### config.mk
export PLATFORM = sky130hd
export DESIGN_NAME = vfd_cmd_rx
export DESIGN_NICKNAME = d
export VERILOG_FILES = /design/src/rtl/vfd_rx_pkg.sv /design/src/rtl/vfd_rx_shift.sv /design/src/rtl/vfd_rx_pat.sv /design/src/rtl/vfd_rx_ctrl.sv /design/src/rtl/vfd_cmd_rx.sv
export SDC_FILE = /design/constraint.sdc
export NUM_CORES = 1
export LEC_CHECK = 0
export BUFFER_PORTS_ARGS = -buffer_cell sky130_fd_sc_hd__buf_4
export CORE_MARGIN = 3
export CORE_UTILIZATION = 35
export CTS_CLUSTER_DIAMETER = 100
export DETAILED_ROUTE_END_ITERATION = 10
export PLACE_DENSITY = 0.57
export SKIP_LAST_GASP = 1
export SYNTH_ARGS = -nofsm -noshare
export SYNTH_HDL_FRONTEND = slang
export SYNTH_SLANG_ARGS = --single-unit
### constraint.sdc
create_clock -name clk_i -period 3.8 [get_ports clk_i]
set_input_delay 0.19 -clock clk_i [delete_from_list [all_inputs] [get_ports clk_i]]
set_output_delay 0.19 -clock clk_i [all_outputs]
set_load 0.02 [all_outputs]
### src/rtl/vfd_rx_pkg.sv
package vfd_rx_pkg;
  localparam int BYTE_W = 8;
  localparam int OP_LSB = 5;

  typedef enum logic [2:0] {
    OP_TEST   = 3'b000,
    OP_PORT   = 3'b001,
    OP_PAT    = 3'b010,
    OP_DIGITS = 3'b011,
    OP_CC     = 3'b100,
    OP_DUTY   = 3'b101,
    OP_SYM    = 3'b110,
    OP_LAMP   = 3'b111
  } op_e;

  typedef enum logic [1:0] {
    ST_CMD,
    ST_CC,
    ST_PAT,
    ST_SYM
  } seq_e;
endpackage

### src/rtl/vfd_rx_shift.sv
module vfd_rx_shift
  import vfd_rx_pkg::*;
#(
  parameter int SYNC_STAGES = 2
) (
  input  logic              clk_i,
  input  logic              rst_ni,
  input  logic              sel_ni,
  input  logic              sclk_i,
  input  logic              sdat_i,
  output logic              sel_hi_o,
  output logic              byte_vld_o,
  output logic [BYTE_W-1:0] byte_o
);
  localparam int CNT_W = $clog2(BYTE_W);

  logic [SYNC_STAGES-1:0] sel_sy, clk_sy, dat_sy;
  logic                   sclk_d;
  logic [BYTE_W-1:0]      sh_q;
  logic [CNT_W-1:0]       cnt_q;
  logic                   sel_s, sclk_s, dat_s, rise;
  logic [BYTE_W-1:0]      sh_nxt;

  always_ff @(posedge clk_i or negedge rst_ni) begin
    if (!rst_ni) begin
      sel_sy <= '1;
      clk_sy <= '0;
      dat_sy <= '0;
      sclk_d <= 1'b0;
    end else begin
      sel_sy <= {sel_sy[SYNC_STAGES-2:0], sel_ni};
      clk_sy <= {clk_sy[SYNC_STAGES-2:0], sclk_i};
      dat_sy <= {dat_sy[SYNC_STAGES-2:0], sdat_i};
      sclk_d <= clk_sy[SYNC_STAGES-1];
    end
  end

  assign sel_s  = sel_sy[SYNC_STAGES-1];
  assign sclk_s = clk_sy[SYNC_STAGES-1];
  assign dat_s  = dat_sy[SYNC_STAGES-1];
  assign rise   = sclk_s & ~sclk_d;
  assign sh_nxt = {dat_s, sh_q[BYTE_W-1:1]};

  always_ff @(posedge clk_i or negedge rst_ni) begin
    if (!rst_ni) begin
      sh_q       <= '0;
      cnt_q      <= '0;
      byte_vld_o <= 1'b0;
      byte_o     <= '0;
    end else begin
      byte_vld_o <= 1'b0;
      if (sel_s) begin
        cnt_q <= '0;
      end else if (rise) begin
        sh_q  <= sh_nxt;
        cnt_q <= cnt_q + 1'b1;
        if (cnt_q == CNT_W'(BYTE_W - 1)) begin
          byte_vld_o <= 1'b1;
          byte_o     <= sh_nxt;
        end
      end
    end
  end

  assign sel_hi_o = sel_s;
endmodule

### src/rtl/vfd_rx_pat.sv
module vfd_rx_pat #(
  parameter int COLS = 5,
  parameter int ROWS = 7,
  localparam int PAT_W = COLS * ROWS
) (
  input  logic             clk_i,
  input  logic             rst_ni,
  input  logic             clr_i,
  input  logic             vld_i,
  input  logic [ROWS-1:0]  row_i,
  output logic             last_o,
  output logic [PAT_W-1:0] pat_o
);
  localparam int IDX_W = $clog2(COLS);

  logic [IDX_W-1:0] idx_q;
  logic [PAT_W-1:0] asm_w;

  assign last_o = (idx_q == IDX_W'(COLS - 1));

  // column k, row j -> pattern bit k + COLS*j
  for (genvar k = 0; k < COLS; k++) begin : g_col
    if (k < COLS - 1) begin : g_st
      logic [ROWS-1:0] c_q;
      always_ff @(posedge clk_i or negedge rst_ni) begin
        if (!rst_ni)                                  c_q <= '0;
        else if (vld_i && !clr_i && idx_q == IDX_W'(k)) c_q <= row_i;
      end
      for (genvar j = 0; j < ROWS; j++) begin : g_bit
        assign asm_w[k + COLS*j] = c_q[j];
      end
    end else begin : g_last
      for (genvar j = 0; j < ROWS; j++) begin : g_bit
        assign asm_w[k + COLS*j] = row_i[j];
      end
    end
  end

  always_ff @(posedge clk_i or negedge rst_ni) begin
    if (!rst_ni) begin
      idx_q <= '0;
      pat_o <= '0;
    end else if (clr_i) begin
      idx_q <= '0;
    end else if (vld_i) begin
      if (last_o) begin
        idx_q <= '0;
        pat_o <= asm_w;
      end else begin
        idx_q <= idx_q + 1'b1;
      end
    end
  end
endmodule

### src/rtl/vfd_rx_ctrl.sv
module vfd_rx_ctrl
  import vfd_rx_pkg::*;
#(
  parameter int CC_DEPTH = 24,
  parameter int CC_AW    = 5,
  parameter int CODE_W   = 8,
  parameter int PAT_AW   = 4,
  parameter int SYM_W    = 4,
  parameter int PORT_W   = 4,
  parameter int DUTY_W   = 3,
  parameter int DIG_W    = 4
) (
  input  logic              clk_i,
  input  logic              rst_ni,
  input  logic              sel_hi_i,
  input  logic              byte_vld_i,
  input  logic [BYTE_W-1:0] byte_i,
  input  logic              pat_last_i,
  output logic              pat_vld_o,
  output logic              pat_clr_o,
  output logic              cc_we_o,
  output logic [CC_AW-1:0]  cc_addr_o,
  output logic [CODE_W-1:0] cc_data_o,
  output logic              pat_we_o,
  output logic [PAT_AW-1:0] pat_addr_o,
  output logic              sym_we_o,
  output logic [CC_AW-1:0]  sym_addr_o,
  output logic [SYM_W-1:0]  sym_data_o,
  output logic [PORT_W-1:0] port_o,
  output logic [DUTY_W-1:0] duty_o,
  output logic [DIG_W-1:0]  digits_o,
  output logic              lamp_off_o,
  output logic              lamp_on_o
);
  localparam logic [CC_AW-1:0] CC_LAST = CC_AW'(CC_DEPTH - 1);

  seq_e              st_q;
  logic [CC_AW-1:0]  cc_ptr, sym_ptr;
  logic [PAT_AW-1:0] pat_ptr;
  op_e               op;

  assign op        = op_e'(byte_i[BYTE_W-1:OP_LSB]);
  assign pat_vld_o = byte_vld_i & ~sel_hi_i & (st_q == ST_PAT);
  assign pat_clr_o = sel_hi_i | (byte_vld_i & (st_q == ST_CMD));

  always_ff @(posedge clk_i or negedge rst_ni) begin
    if (!rst_ni) begin
      st_q       <= ST_CMD;
      cc_ptr     <= '0;
      sym_ptr    <= '0;
      pat_ptr    <= '0;
      cc_we_o    <= 1'b0;
      cc_addr_o  <= '0;
      cc_data_o  <= '0;
      pat_we_o   <= 1'b0;
      pat_addr_o <= '0;
      sym_we_o   <= 1'b0;
      sym_addr_o <= '0;
      sym_data_o <= '0;
      port_o     <= '0;
      duty_o     <= '0;
      digits_o   <= '0;
      lamp_off_o <= 1'b1;
      lamp_on_o  <= 1'b0;
    end else begin
      cc_we_o  <= 1'b0;
      pat_we_o <= 1'b0;
      sym_we_o <= 1'b0;
      if (sel_hi_i) begin
        st_q <= ST_CMD;
      end else if (byte_vld_i) begin
        case (st_q)
          ST_CMD: begin
            case (op)
              OP_CC: begin
                cc_ptr <= byte_i[CC_AW-1:0];
                st_q   <= ST_CC;
              end
              OP_PAT: begin
                pat_ptr <= byte_i[PAT_AW-1:0];
                st_q    <= ST_PAT;
              end
              OP_SYM: begin
                sym_ptr <= byte_i[CC_AW-1:0];
                st_q    <= ST_SYM;
              end
              OP_PORT:   port_o   <= byte_i[PORT_W-1:0];
              OP_DUTY:   duty_o   <= byte_i[DUTY_W-1:0];
              OP_DIGITS: digits_o <= byte_i[DIG_W-1:0];
              OP_LAMP: begin
                lamp_off_o <= byte_i[0];
                lamp_on_o  <= byte_i[1];
              end
              default: ; // test opcode: no effect
            endcase
          end
          ST_CC: begin
            if (cc_ptr <= CC_LAST) begin
              cc_we_o   <= 1'b1;
              cc_addr_o <= cc_ptr;
              cc_data_o <= byte_i[CODE_W-1:0];
            end
            cc_ptr <= cc_ptr + 1'b1;
          end
          ST_SYM: begin
            if (sym_ptr <= CC_LAST) begin
              sym_we_o   <= 1'b1;
              sym_addr_o <= sym_ptr;
              sym_data_o <= byte_i[SYM_W-1:0];
            end
            sym_ptr <= sym_ptr + 1'b1;
          end
          ST_PAT: begin
            if (pat_last_i) begin
              pat_we_o   <= 1'b1;
              pat_addr_o <= pat_ptr;
              pat_ptr    <= pat_ptr + 1'b1;
            end
          end
          default: st_q <= ST_CMD;
        endcase
      end
    end
  end
endmodule

### src/rtl/vfd_cmd_rx.sv
module vfd_cmd_rx
  import vfd_rx_pkg::*;
#(
  parameter int SYNC_STAGES = 2,
  parameter int CC_DEPTH    = 24,
  parameter int CC_AW       = 5,
  parameter int CODE_W      = 8,
  parameter int PAT_AW      = 4,
  parameter int PAT_COLS    = 5,
  parameter int PAT_ROWS    = 7,
  parameter int SYM_W       = 4,
  parameter int PORT_W      = 4,
  parameter int DUTY_W      = 3,
  parameter int DIG_W       = 4,
  localparam int PAT_W      = PAT_COLS * PAT_ROWS
) (
  input  logic              clk_i,
  input  logic              rst_ni,
  input  logic              sel_ni,
  input  logic              sclk_i,
  input  logic              sdat_i,
  output logic              cc_we_o,
  output logic [CC_AW-1:0]  cc_addr_o,
  output logic [CODE_W-1:0] cc_data_o,
  output logic              pat_we_o,
  output logic [PAT_AW-1:0] pat_addr_o,
  output logic [PAT_W-1:0]  pat_data_o,
  output logic              sym_we_o,
  output logic [CC_AW-1:0]  sym_addr_o,
  output logic [SYM_W-1:0]  sym_data_o,
  output logic [PORT_W-1:0] port_o,
  output logic [DUTY_W-1:0] duty_o,
  output logic [DIG_W-1:0]  digits_o,
  output logic              lamp_off_o,
  output logic              lamp_on_o
);
  logic              sel_hi, byte_vld;
  logic [BYTE_W-1:0] rx_byte;
  logic              pat_last, pat_vld, pat_clr;

  vfd_rx_shift #(.SYNC_STAGES(SYNC_STAGES)) u_shift (
    .clk_i      (clk_i),
    .rst_ni     (rst_ni),
    .sel_ni     (sel_ni),
    .sclk_i     (sclk_i),
    .sdat_i     (sdat_i),
    .sel_hi_o   (sel_hi),
    .byte_vld_o (byte_vld),
    .byte_o     (rx_byte)
  );

  vfd_rx_pat #(.COLS(PAT_COLS), .ROWS(PAT_ROWS)) u_pat (
    .clk_i  (clk_i),
    .rst_ni (rst_ni),
    .clr_i  (pat_clr),
    .vld_i  (pat_vld),
    .row_i  (rx_byte[PAT_ROWS-1:0]),
    .last_o (pat_last),
    .pat_o  (pat_data_o)
  );

  vfd_rx_ctrl #(
    .CC_DEPTH (CC_DEPTH), .CC_AW (CC_AW), .CODE_W (CODE_W), .PAT_AW (PAT_AW),
    .SYM_W (SYM_W), .PORT_W (PORT_W), .DUTY_W (DUTY_W), .DIG_W (DIG_W)
  ) u_ctrl (
    .clk_i      (clk_i),
    .rst_ni     (rst_ni),
    .sel_hi_i   (sel_hi),
    .byte_vld_i (byte_vld),
    .byte_i     (rx_byte),
    .pat_last_i (pat_last),
    .pat_vld_o  (pat_vld),
    .pat_clr_o  (pat_clr),
    .cc_we_o    (cc_we_o),
    .cc_addr_o  (cc_addr_o),
    .cc_data_o  (cc_data_o),
    .pat_we_o   (pat_we_o),
    .pat_addr_o (pat_addr_o),
    .sym_we_o   (sym_we_o),
    .sym_addr_o (sym_addr_o),
    .sym_data_o (sym_data_o),
    .port_o     (port_o),
    .duty_o     (duty_o),
    .digits_o   (digits_o),
    .lamp_off_o (lamp_off_o),
    .lamp_on_o  (lamp_on_o)
  );
endmodule

# Word-level counts from Yosys, hierarchy flattened
# Index checks and enable logic that the tools add are counted.
[op_classes] shift=0 div_mod_pow=0 bitwise_logic=8 n_addsub=5 order_cmp=2 mux=31 n_eq_ne=19 n_reduce_logical=30 multipliers=0
[ops] operator="$reduce_and 4->1" count=9
[ops] operator="$pmux 5 s2" count=2
[ops] operator="$eq 3x3->1 const B" count=6
[ops] operator="$mux 1" count=15
[ops] operator="$mux 3" count=5
[ops] operator="$reduce_bool 2->1" count=7
[ops] operator="$eq 3x2->1 const B" count=4
[ops] operator="$add 5x1->5 const B" count=2
[ops] operator="$le 5x5->1 const B" count=2
[ops] operator="$mux 5" count=2
[ops] operator="$reduce_and 3->1" count=3
[ops] operator="$mux 4" count=2
[ops] operator="$ne 2x2->1 const B" count=4
[ops] operator="$pmux 4 s2" count=1
[ops] operator="$add 3x1->3 const B" count=2
[ops] operator="$eq 3x1->1 const B" count=2
[ops] operator="$mux 2" count=3
[ops] operator="$pmux 2 s3" count=1
[ops] operator="$logic_and 1x1->1" count=5
[ops] operator="$reduce_and 5->1" count=1
[ops] operator="$add 4x1->4 const B" count=1
[ops] operator="$and 1x1->1" count=4
[ops] operator="$eq 2x2->1 const B" count=2
[ops] operator="$reduce_bool 4->1" count=1
[ops] operator="other kinds (7)" count=9
[totals] ramBits=0 rom_bits=0 mem_count=0 latchBits=0 in_bits=5 ff_bits=151 output_inout_bits=77 elab_cells=126

# Longest topological paths before layout
# Gate-level depths: netlist of run 1.
[logic_depth] ltp_word=6 mapped_depth=6

# Hierarchy
# Synthesis of run 1 repeated with hierarchy kept, for this count alone.
[hier_totals] hier_cells=428 area_unflattened_um2=6154.7
[by_module_without_submodules] module="vfd_rx_pat" seq_area_each_um2=1651.6 instances=1 cells_each=160 area_each_um2=2592.5
[by_module_without_submodules] module="vfd_rx_ctrl" seq_area_each_um2=1452.6 instances=1 cells_each=215 area_each_um2=2591.2
[by_module_without_submodules] module="vfd_rx_shift" seq_area_each_um2=653.1 instances=1 cells_each=53 area_each_um2=970.9

# Worst setup path after synthesis of run 1
# Ideal clock, no wire load.
[synth_path] path_type="reg-to-reg" startpoint="register u_pat.idx_q[0]" endpoint="register u_pat.pat_o[10]" arrival_ps=1554 period_less_slack_ps=1678 path_stages_with_launch=7 path_slack_ps=2122 setup_ps=125 n_path_buf=1 cell_sequence="dfrtp_1 > inv_1 > ha_1 > nand2_1 > nor3_2 > buf_4 > mux2_2"
[synth_via] elab_chain_len=2
[synth_lines] item="start: declaration" line="vfd_rx_pat.sv:16" rtl="logic [IDX_W-1:0] idx_q;"
[synth_lines] item="start signal: assignment" line="vfd_rx_pat.sv:50" rtl="idx_q <= idx_q + 1'b1;"
[synth_lines] item="$eq 3x3->1" line="vfd_rx_pat.sv:19" rtl="assign last_o = (idx_q == IDX_W'(COLS - 1));"
[synth_lines] item="$reduce_and 3->1 (no line)"
[synth_lines] item="end signal: assignment" line="vfd_rx_pat.sv:48" rtl="pat_o <= asm_w;"
[synth_lines] item="end: declaration" line="vfd_rx_pat.sv:12" rtl="output logic [PAT_W-1:0] pat_o"
# No other way between the ends.
# A chain may end at the register's enable or synchronous reset.

# Worst setup path after layout of run 1
[layout_path] startpoint="register u_ctrl.st_q[1]" endpoint="register u_pat.pat_o[0]"
[layout_via] elab_chain_len=5 elab_cells_between_ends=7 cone_classes="1 x eq/ne; 4 x bitwise; 2 x reduce/logical"
[layout_lines] item="start: declaration" line="vfd_rx_ctrl.sv:37" rtl="seq_e st_q;"
[layout_lines] item="start signal: assignment" line="vfd_rx_ctrl.sv:48" rtl="st_q <= ST_CMD;"
[layout_lines] item="start signal: assignment" line="vfd_rx_ctrl.sv:70" rtl="st_q <= ST_CMD;"
[layout_lines] item="start signal: assignment" line="vfd_rx_ctrl.sv:77" rtl="st_q <= ST_CC;"
[layout_lines] item="$logic_not 2->1" line="vfd_rx_ctrl.sv:44" rtl="assign pat_clr_o = sel_hi_i | (byte_vld_i & (st_q == ST_CMD));"
[layout_lines] item="$and 1x1->1" line="vfd_rx_ctrl.sv:44"
[layout_lines] item="$or 1x1->1" line="vfd_rx_ctrl.sv:44"
[layout_lines] item="$not 1->1 (no line)"
[layout_lines] item="$reduce_and 3->1 (no line) (*)"
# Every way passes the cells marked *; elsewhere a longest branch is shown, timed or not.

==> results.py, run 1 <==
metrics = {
    "synth": {
        "synth-seq-cells": 150,
        "synth_enable_flop_cells": 0,
        "seq_area_frac_synth_pct": 59.34,
        "synth_ff_type": "dfrtp_1",
        "postSynth.asyncResetShare_pct": 100.0,
        "ys_types": 56,
        "synthCells": 436,
        "syn-cell-area_um2": 6332,
        "synth_nets": 451,
        "synth_area_per_cell_um2": 14.52,
        "ys_warn_count": 0,
    },
    "die": {
        "core_region_area_um2": 17480,
        "die-area_um2": 19740,
        "std_cell_rows": 48,
        "io_pins": 82,
        "start_util_pct": 36.23,
        "dieHeight_um": 140.5,
        "die_w_um": 140.5,
    },
    "routing": {
        "drt_wl_total_um": 13350,
        "ant_nets": 0,
        "via_per_inst": 5.028,
        "vias": 3791,
        "route.detailed.drc": 0,
        "drt-wirelength-per-cell_um": 17.71,
        "drtIter0Drc": 218,
        "first_pass_iters": 4,
    },
    "finish": {
        "final_core_util_pct": 44.09,
        "area_growth_syn_to_layout_pct": 21.70,
        "final.fill_count": 1593,
        "final_cell_mix": "dfrtp_1 (147), mux2_2 (107), buf_4 (82)",
        "layout-drive-gt1-share_pct": 45.56,
        "finalInstanceArea_um2": 7706,
        "final_common_cell": "dfrtp_1",
        "antenna_cells": 0,
        "nets": 533,
        "fin_cells": 754,
    },
    "worst_setup_path": {
        "cp-end-kind": "flop",
        "worst-path-buf-inv": 1,
        "cp_top_family": "simple AND/OR/NAND/NOR gates",
        "critPathMaxStageDelay_ns": 0.81,
        "critPathLaunchType": "flop",
        "required_ns": 4.09,
        "ff2ff_path_depth": 4,
        "cp_max_fo": 24,
        "cp_cell_sequence": "nand2b_1 -> nor3_4 -> buf_12 -> mux2_2",
        "arrival_ns": 2.99,
        "rr_endpoint": "u_pat.pat_o[0]$_DFFE_PN0P_",
        "slowest_stage": "dfrtp_1",
        "critPathKind": "flop to flop",
        "r2r_setup_slack_ns": 1.10,
        "r2r-start": "u_ctrl.st_q[1]$_DFFE_PN0P_",
    },
    "clock_tree": {
        "h-tree-depth": 4,
        "cts_made_buffers": 17,
        "clkSinkCount": 150,
        "cts_tree": "yes",
        "insertion_delay_ns": 0.42,
        "postCtsResizedCells": 0,
        "root_buffer": "clkbuf_16",
        "cts.clk_slew.worst_paths_ns": 0.06,
        "clk_path_buf_depth": 2,
        "cts_setup_buffers": 0,
        "ctsHoldBuffers": 4,
    },
    "place": {
        "port_buffers": 81,
        "dp.cells": 720,
        "hpwl_um": 8630,
        "gp_congestion": 0.7890,
        "placed_area_um2": 7129,
    },
    "global_route": {
        "grt_pass1_vias": 3971,
        "gr-total-overflow": 0,
        "grt.total_usage_pct": 14.05,
        "antenna_found_initial": 0,
        "grt_pass1_wl_um": 21620,
        "grt_max_degree": 104,
    },
    "timing": {
        "drv_slew": 0,
        "setup_tns_ns": 0,
        "slew_headroom_pct": 37.36,
        "max_freq_mhz": 370.6,
        "period_share_pct": 71.00,
        "finalSetupViolCount": 0,
        "rsz0062_at_grt": "no",
        "min_period_ns": 2.698,
        "tightest_slew_ns": 0.9397,
        "hold_viol": 0,
        "finalClockSkew_ns": 0.01731,
    },
    "min_path": {
        "hold_class": "flop to flop",
        "min_from": "u_shift.clk_sy[0]$_DFF_PN0_",
        "hold_path_depth": 0,
        "whs_endpoint": "u_shift.clk_sy[1]$_DFF_PN0_",
    },
    "pwr": {
        "p_leak_nw": 3.889,
        "power-per-cell-area_nw_per_um2": 425.2,
        "ir_drop_uv": 283.2,
    },
    "outcome": {
        "outcome": "completed",
    },
    "job": {
        "drv_cap": 0,
    },
}
==> metal layers <==
layer	track usage, %	part of all wire, %
met1	17.92	44
met2	22.93	51
met3	4.575	4.2
met4	4.131	0.64
met5	0	0
==> cell usage after synthesis (all sizes together), types with 4 or more instances <==
cell,count,share of area [%]
buf,18,1.8
nand3,10,1.0
mux2,122,22
nand2b,6,0.59
and3,4,0.40
ha,10,2.0
o221ai,5,0.69
nand2,12,0.75
nand4,5,0.49
nor2b,4,0.40
dfrtp,147,58
a21oi,4,0.32
inv,14,0.83
nor3b,4,0.73
nor2,9,0.53
nand4b,5,0.69
mux2i,4,0.63
clkbuf,7,0.42
==> logic make-up after synthesis <==
logic type | after synthesis | share of synthesized area (%)
AO/OA/AOI/OAI | 37 | 4.940
adder cells (fa/ha/maj) | 10 | 1.976
XOR/XNOR | 1 | 0.1383
buffers and inverters | 39 | 3.003
flip-flops | 150 | 59.34
AND/OR/NAND/NOR | 73 | 7.745
multiplexers | 126 | 22.86
==> registers in the layout, summed over array words and instances, names as in the netlist, 3 cells and up <==
name and flops:
u_ctrl.cc_addr_o 5, u_ctrl.cc_data_o 8, u_ctrl.cc_ptr 5, u_ctrl.digits_o 4, u_ctrl.duty_o 3, u_ctrl.pat_addr_o 4
u_ctrl.pat_ptr 4, u_ctrl.port_o 4, u_ctrl.sym_addr_o 5, u_ctrl.sym_data_o 4, u_ctrl.sym_ptr 5, u_pat.g_col.g_st.c_q 28
u_pat.idx_q 3, u_pat.pat_o 35, u_shift.byte_o 8, u_shift.cnt_q 3, u_shift.sh_q 7
==> final cells by class <==
cell class,instances,area (µm²),share of cell area (%)
repair buffers,88,686.9,8.914
inverters,14,52.55,0.6819
flip-flops and latches,150,3757,48.76
well taps,225,281.5,3.653
clock buffers,27,493.0,6.397
multi-input cells,247,2391,31.03
clock inverters,3,43.79,0.5683
==> through the flow <==
step                hold WS, ns  setup WS, ns  total power [mW]
finish                   0.3464         1.102             3.276
CTS                      0.3487         1.148             3.323
global route             0.3523        0.9065             3.409
detailed placement       0.3013         1.172             1.765
global placement         0.3028         1.218             1.759
floorplan               -0.1056         2.122             1.714
==> how the worst max path moves through the flow <==
| stage | from | end | slack [ns] | depth (start not counted) |
|---|---|---|---|---|
| after global routing | u_ctrl.st_q[1]$_DFFE_PN0P_ | u_pat.pat_o[24]$_DFFE_PN0P_ | 0.91 | 4 |
| after detailed placement | u_ctrl.st_q[1]$_DFFE_PN0P_ | u_pat.pat_o[9]$_DFFE_PN0P_ | 1.17 | 4 |
| after global placement | u_ctrl.st_q[1]$_DFFE_PN0P_ | u_pat.pat_o[6]$_DFFE_PN0P_ | 1.22 | 4 |
| final | u_ctrl.st_q[1]$_DFFE_PN0P_ | u_pat.pat_o[0]$_DFFE_PN0P_ | 1.10 | 4 |
| after CTS | u_ctrl.st_q[1]$_DFFE_PN0P_ | u_pat.pat_o[9]$_DFFE_PN0P_ | 1.15 | 4 |
| after floorplan | u_pat.idx_q[0]$_DFFE_PN0P_ | u_pat.pat_o[10]$_DFFE_PN0P_ | 2.12 | 6 |
==> worst reg2reg max path, delay by kind of cell, from the launching register on <==
kind	cells	cell delay, ns
simple gates	2	1.12
mux	1	0.36
flops	1	0.81
buf+inv	1	0.28
==> report_power, final <==
group | internal, mW | leakage (nW) | switching [mW]
logic | 0.0337 | 1.57 | 0.0419
registers | 1.63 | 2.06 | 0.0261
clock network | 0.946 | 0.261 | 0.594
No activity file was read; power rests on OpenSTA's default activity.
==> run 2: changes to the inputs <==
PLACE_DENSITY = 0.59   (was 0.57)
clock period = 2.37 ns   (was 3.8 ns; I/O delays follow)
==> results.py, run 2 (same netlist as run 1, synthesis figures left out) <==
metrics = {
    "outcome": {
        "outcome": "completed",
    },
    "pwr": {
        "power-per-cell-area_nw_per_um2": 705.9,
        "p_clk_share_pct": 49.6,
        "switchingPower_mw": 1.089,
        "p_leak_nw": 3.964,
        "power.total_mw": 5.530,
        "combPwrFrac_pct": 2.3,
        "intPower_mw": 4.441,
        "swShare_pct": 19.69,
        "power_frac_seq_pct": 48.1,
        "ir_drop_uv": 505.6,
    },
    "global_route": {
        "antenna_found_initial": 0,
        "grt_pass1_wl_um": 22240,
        "grt_max_degree": 72,
        "grt.total_usage_pct": 14.50,
        "grt_pass1_vias": 4035,
        "gr-total-overflow": 0,
    },
    "place": {
        "dp.cells": 727,
        "gp_congestion": 0.7969,
        "port_buffers": 81,
        "hpwl_um": 9123,
    },
    "worst_setup_path": {
        "cp_max_fo": 14,
        "required_ns": 2.67,
        "slowest_stage": "o311ai_4",
        "cp-end-kind": "flop",
        "cp_top_family": "compound AO/OA/AOI/OAI gates",
        "critPathMaxStageDelay_ns": 0.83,
        "arrival_ns": 2.37,
        "critPathKind": "flop to flop",
        "cp_cell_sequence": "ha_1 -> o311ai_4 -> mux2_2",
        "critPathLaunchType": "flop",
        "r2r_setup_slack_ns": 0.29,
        "worst-path-buf-inv": 0,
    },
    "routing": {
        "wl_met2_um": 6660,
        "drtIter0Drc": 202,
        "vias": 3873,
        "drt-wirelength-per-cell_um": 17.85,
        "route.met3.wl_um": 631,
        "via_per_inst": 5.076,
        "wl_met1_um": 6114,
        "first_pass_iters": 5,
        "drt_wl_total_um": 13620,
        "top_layer": "met4",
        "route.detailed.drc": 0,
        "ant_nets": 0,
    },
    "finish": {
        "layout-drive-gt1-share_pct": 47.21,
        "top_regs": "u_pat.pat_o x35, u_pat.g_col.g_st.c_q x28",
        "final_core_util_pct": 44.82,
        "area_growth_syn_to_layout_pct": 23.71,
        "antenna_cells": 0,
        "final_common_cell": "dfrtp_1",
        "largest_reg_flops": 35,
        "nets": 540,
        "top_register": "u_pat.pat_o",
        "final_cell_mix": "dfrtp_1 (147), mux2_2 (107), buf_4 (89)",
        "fin_cells": 763,
    },
    "clock_tree": {
        "clk_path_buf_depth": 2,
        "cts_made_buffers": 17,
        "root_buffer": "clkbuf_16",
        "h-tree-depth": 4,
        "cts.clk_slew.worst_paths_ns": 0.06,
        "clkSinkCount": 150,
        "cts_setup_buffers": 0,
        "cts_tree": "yes",
        "insertion_delay_ns": 0.42,
        "postCtsResizedCells": 0,
    },
    "timing": {
        "drv_slew": 0,
        "hold_viol": 0,
        "setup_tns_ns": 0,
        "finalClockSkew_ns": 0.008931,
        "finalSetupViolCount": 0,
        "slew_headroom_pct": 39.20,
        "tightest_slew_ns": 0.9099,
        "rsz0062_at_grt": "no",
        "min_period_ns": 2.077,
        "whs_ns": 0.2495,
        "period_share_pct": 87.62,
        "max_freq_mhz": 481.5,
    },
    "die": {
        "die_w_um": 140.5,
        "dieHeight_um": 140.5,
        "die-area_um2": 19740,
        "start_util_pct": 36.23,
        "std_cell_rows": 48,
        "core_region_area_um2": 17480,
        "io_pins": 82,
    },
    "job": {
        "drv_cap": 0,
    },
    "min_path": {
        "hold_class": "input pin to asynchronous set/reset pin",
    },
}
[run 2: changes by cell type in the layout (fill, tap and decap cells not counted), sizes merged]
cell / previous run / this run
clkinvlp: 0 / 2
clkinv: 2 / 3
buf: 84 / 91
clkbuf: 27 / 24
bufinv: 1 / 3
[run 2: what timing repair did]
action,CTS,global route
endpoints found under the hold margin,57,0
hold buffers,4,0
setup endpoints to repair,0,0
[run 2: per-stage QoR]
step                      worst slack (ns)  instance area [µm²]
final                               0.2933                 7834
after global routing                0.1958                 7834
after CTS                           0.2530                 7834
after detailed placement            0.2649                 7182
after global placement              0.3354                 7182
after floorplan                     0.6916                 6332
[run 2: routing by layer]
layer	global-route usage [%]	vias up
met3	3.824	13
met1	19.10	2010
met5	0	-
met2	23.01	88
li1	-	1762
met4	5.507	0
[run 2: worst paths after layout]
path / from / to / depth (start not counted)
worst min-delay path: rst_ni / u_shift.clk_sy[0]$_DFF_PN0_ / 2
max in group asynchronous: rst_ni / u_pat.g_col[0].g_st.c_q[4]$_DFFE_PN0P_ / 3
worst min register to register: u_shift.clk_sy[0]$_DFF_PN0_ / u_shift.clk_sy[1]$_DFF_PN0_ / 0
worst max register to register: u_ctrl.cc_ptr[0]$_DFFE_PN0P_ / u_ctrl.cc_addr_o[2]$_DFFE_PN0P_ / 3
min in group clk_i: sclk_i / u_shift.clk_sy[0]$_DFF_PN0_ / 2
worst max-delay path: u_ctrl.cc_ptr[0]$_DFFE_PN0P_ / u_ctrl.cc_addr_o[2]$_DFFE_PN0P_ / 3
[run 2: final cells by class]
cell class / instances / area (µm²)
Inverter: 14 / 52.55
Clock buffer: 24 / 491.7
Multi-Input combinational cell: 247 / 2391
Fill cell: 1577 / 9643
Tap cell: 225 / 281.5
Sequential cell: 150 / 3757
Timing Repair Buffer: 95 / 739.5
Clock inverter: 8 / 120.1
[run 2: power by group through the flow]
stage          clock network (mW)  registers, mW  logic, mW
2_1_floorplan                   0           2.69     0.0595
3_3_place_gp                    0           2.70      0.121
3_5_place_dp                    0           2.71      0.127
4_1_cts                      2.83           2.66      0.132
5_1_grt                      2.95           2.67      0.147
6_report                     2.74           2.66      0.126
==> run 3: changes to the inputs <==
CORE_UTILIZATION = 45   (was 35)
CTS_CLUSTER_SIZE = 40   (was unset)
PLACE_DENSITY = 0.71   (was 0.59)
==> results.py, run 3 (same netlist as run 1, synthesis figures left out) <==
metrics = {
    "outcome": {
        "outcome": "completed",
    },
    "job": {
        "drv_cap": 0,
    },
    "worst_setup_path": {
        "arrival_ns": 2.38,
        "cp-end-kind": "flop",
        "cp_max_fo": 14,
        "worst-path-buf-inv": 0,
        "critPathMaxStageDelay_ns": 0.83,
        "required_ns": 2.67,
        "critPathKind": "flop to flop",
        "cp_top_family": "compound AO/OA/AOI/OAI gates",
        "cp_cell_sequence": "ha_1 -> o311ai_4 -> mux2_2",
        "critPathLaunchType": "flop",
        "slowest_stage": "o311ai_4",
    },
    "clock_tree": {
        "cts_tree": "yes",
        "cts_setup_buffers": 0,
        "root_buffer": "clkbuf_16",
        "clk_path_buf_depth": 2,
        "cts.clk_slew.worst_paths_ns": 0.06,
        "clkSinkCount": 150,
        "insertion_delay_ns": 0.42,
        "postCtsResizedCells": 0,
        "ctsHoldBuffers": 4,
        "cts_made_buffers": 17,
        "h-tree-depth": 4,
    },
    "die": {
        "start_util_pct": 46.89,
        "die_w_um": 124.6,
        "io_pins": 82,
        "core_region_area_um2": 13510,
        "die-area_um2": 15530,
        "dieHeight_um": 124.6,
        "std_cell_rows": 42,
    },
    "routing": {
        "drt_wl_total_um": 12710,
        "via_per_inst": 5.416,
        "first_pass_iters": 4,
        "ant_nets": 0,
        "drt-wirelength-per-cell_um": 17.87,
        "vias": 3851,
        "route.detailed.drc": 0,
        "drtIter0Drc": 141,
    },
    "finish": {
        "final_core_util_pct": 57.90,
        "largest_reg_flops": 35,
        "area_growth_syn_to_layout_pct": 23.49,
        "layout-drive-gt1-share_pct": 46.92,
        "final_cell_mix": "dfrtp_1 (147), mux2_2 (107), buf_4 (86)",
        "top_regs": "u_pat.pat_o x35, u_pat.g_col.g_st.c_q x28",
        "final_common_cell": "dfrtp_1",
        "antenna_cells": 0,
        "fin_cells": 711,
        "top_register": "u_pat.pat_o",
        "nets": 538,
        "finalInstanceArea_um2": 7820,
    },
    "global_route": {
        "antenna_found_initial": 0,
        "grt_pass1_vias": 4203,
        "grt.total_usage_pct": 17.43,
        "grt_max_degree": 79,
        "gr-total-overflow": 0,
        "grt_pass1_wl_um": 21710,
    },
    "pwr": {
        "ir_drop_uv": 525.2,
        "p_leak_nw": 3.978,
        "power-per-cell-area_nw_per_um2": 742.9,
    },
    "place": {
        "hpwl_um": 8365,
        "port_buffers": 81,
        "placed_area_um2": 7118,
        "gp_congestion": 0.8162,
        "dp.cells": 676,
    },
    "timing": {
        "setup_tns_ns": 0,
        "whs_ns": 0.2892,
        "max_freq_mhz": 481.0,
        "slew_headroom_pct": 38.49,
        "drv_slew": 0,
        "hold_viol": 0,
        "rsz0062_at_grt": "no",
        "min_period_ns": 2.079,
        "period_share_pct": 87.71,
        "finalSetupViolCount": 0,
        "finalClockSkew_ns": 0.01005,
        "tightest_slew_ns": 0.9204,
    },
    "min_path": {
        "hold_class": "input pin to asynchronous set/reset pin",
    },
}
[run 3: changes by cell type in the layout (fill, tap and decap cells not counted), sizes merged]
cell      change
clkbuf        -2
buf           -2
clkinv        -1
bufinv        +3
clkinvlp      -1
[run 3: routing by layer]
layer	up-vias	wire length (µm)	global-route usage, %
met1	1993	5686	22.28
met5	-	0	0
met2	87	6023	26.65
met4	0	318	7.350
li1	1747	-	-
met3	24	677	6.604
[run 3: worst reg2reg max path: stages (launching register included)]
cell and delay [ns]:
dfrtp_1 0.43, ha_1 0.28, o311ai_4 0.83, mux2_2 0.42
[run 3: area by class of cell]
type / count / area [µm²]
Tap cell: 176 / 220.2
Inverter: 14 / 52.55
Timing Repair Buffer: 93 / 737.0
Fill cell: 1036 / 5685
Clock buffer: 22 / 464.2
Sequential cell: 150 / 3757
Clock inverter: 9 / 197.7
Multi-Input combinational cell: 247 / 2391
[run 3: path summary, 6_finish.rpt]
path,from,to,slack [ns],cells after the start
min in group clk_i,u_shift.clk_sy[0]$_DFF_PN0_,u_shift.clk_sy[1]$_DFF_PN0_,0.35,0
worst min-delay path,rst_ni,u_ctrl.pat_we_o$_DFF_PN0_,0.29,2
worst min register to register,u_shift.clk_sy[0]$_DFF_PN0_,u_shift.clk_sy[1]$_DFF_PN0_,0.35,0
worst max register to register,u_ctrl.cc_ptr[0]$_DFFE_PN0P_,u_ctrl.cc_addr_o[0]$_DFFE_PN0P_,0.29,3
max in group asynchronous,rst_ni,u_pat.pat_o[19]$_DFFE_PN0P_,1.31,3
worst max-delay path,u_ctrl.cc_ptr[0]$_DFFE_PN0P_,u_ctrl.cc_addr_o[0]$_DFFE_PN0P_,0.29,3
[run 3: power by group]
part | internal, mW | switching [mW]
registers | 2.62 | 0.0394
logic | 0.0584 | 0.0679
clock network | 2.02 | 1.00
[run 3: metrics by stage]
stage | setup slack [ns] | total power [mW]
after global placement | 0.3335 | 2.824
after global routing | 0.1762 | 5.996
after detailed placement | 0.2768 | 2.833
after CTS | 0.2663 | 5.867
after floorplan | 0.6916 | 2.749
final | 0.2912 | 5.810
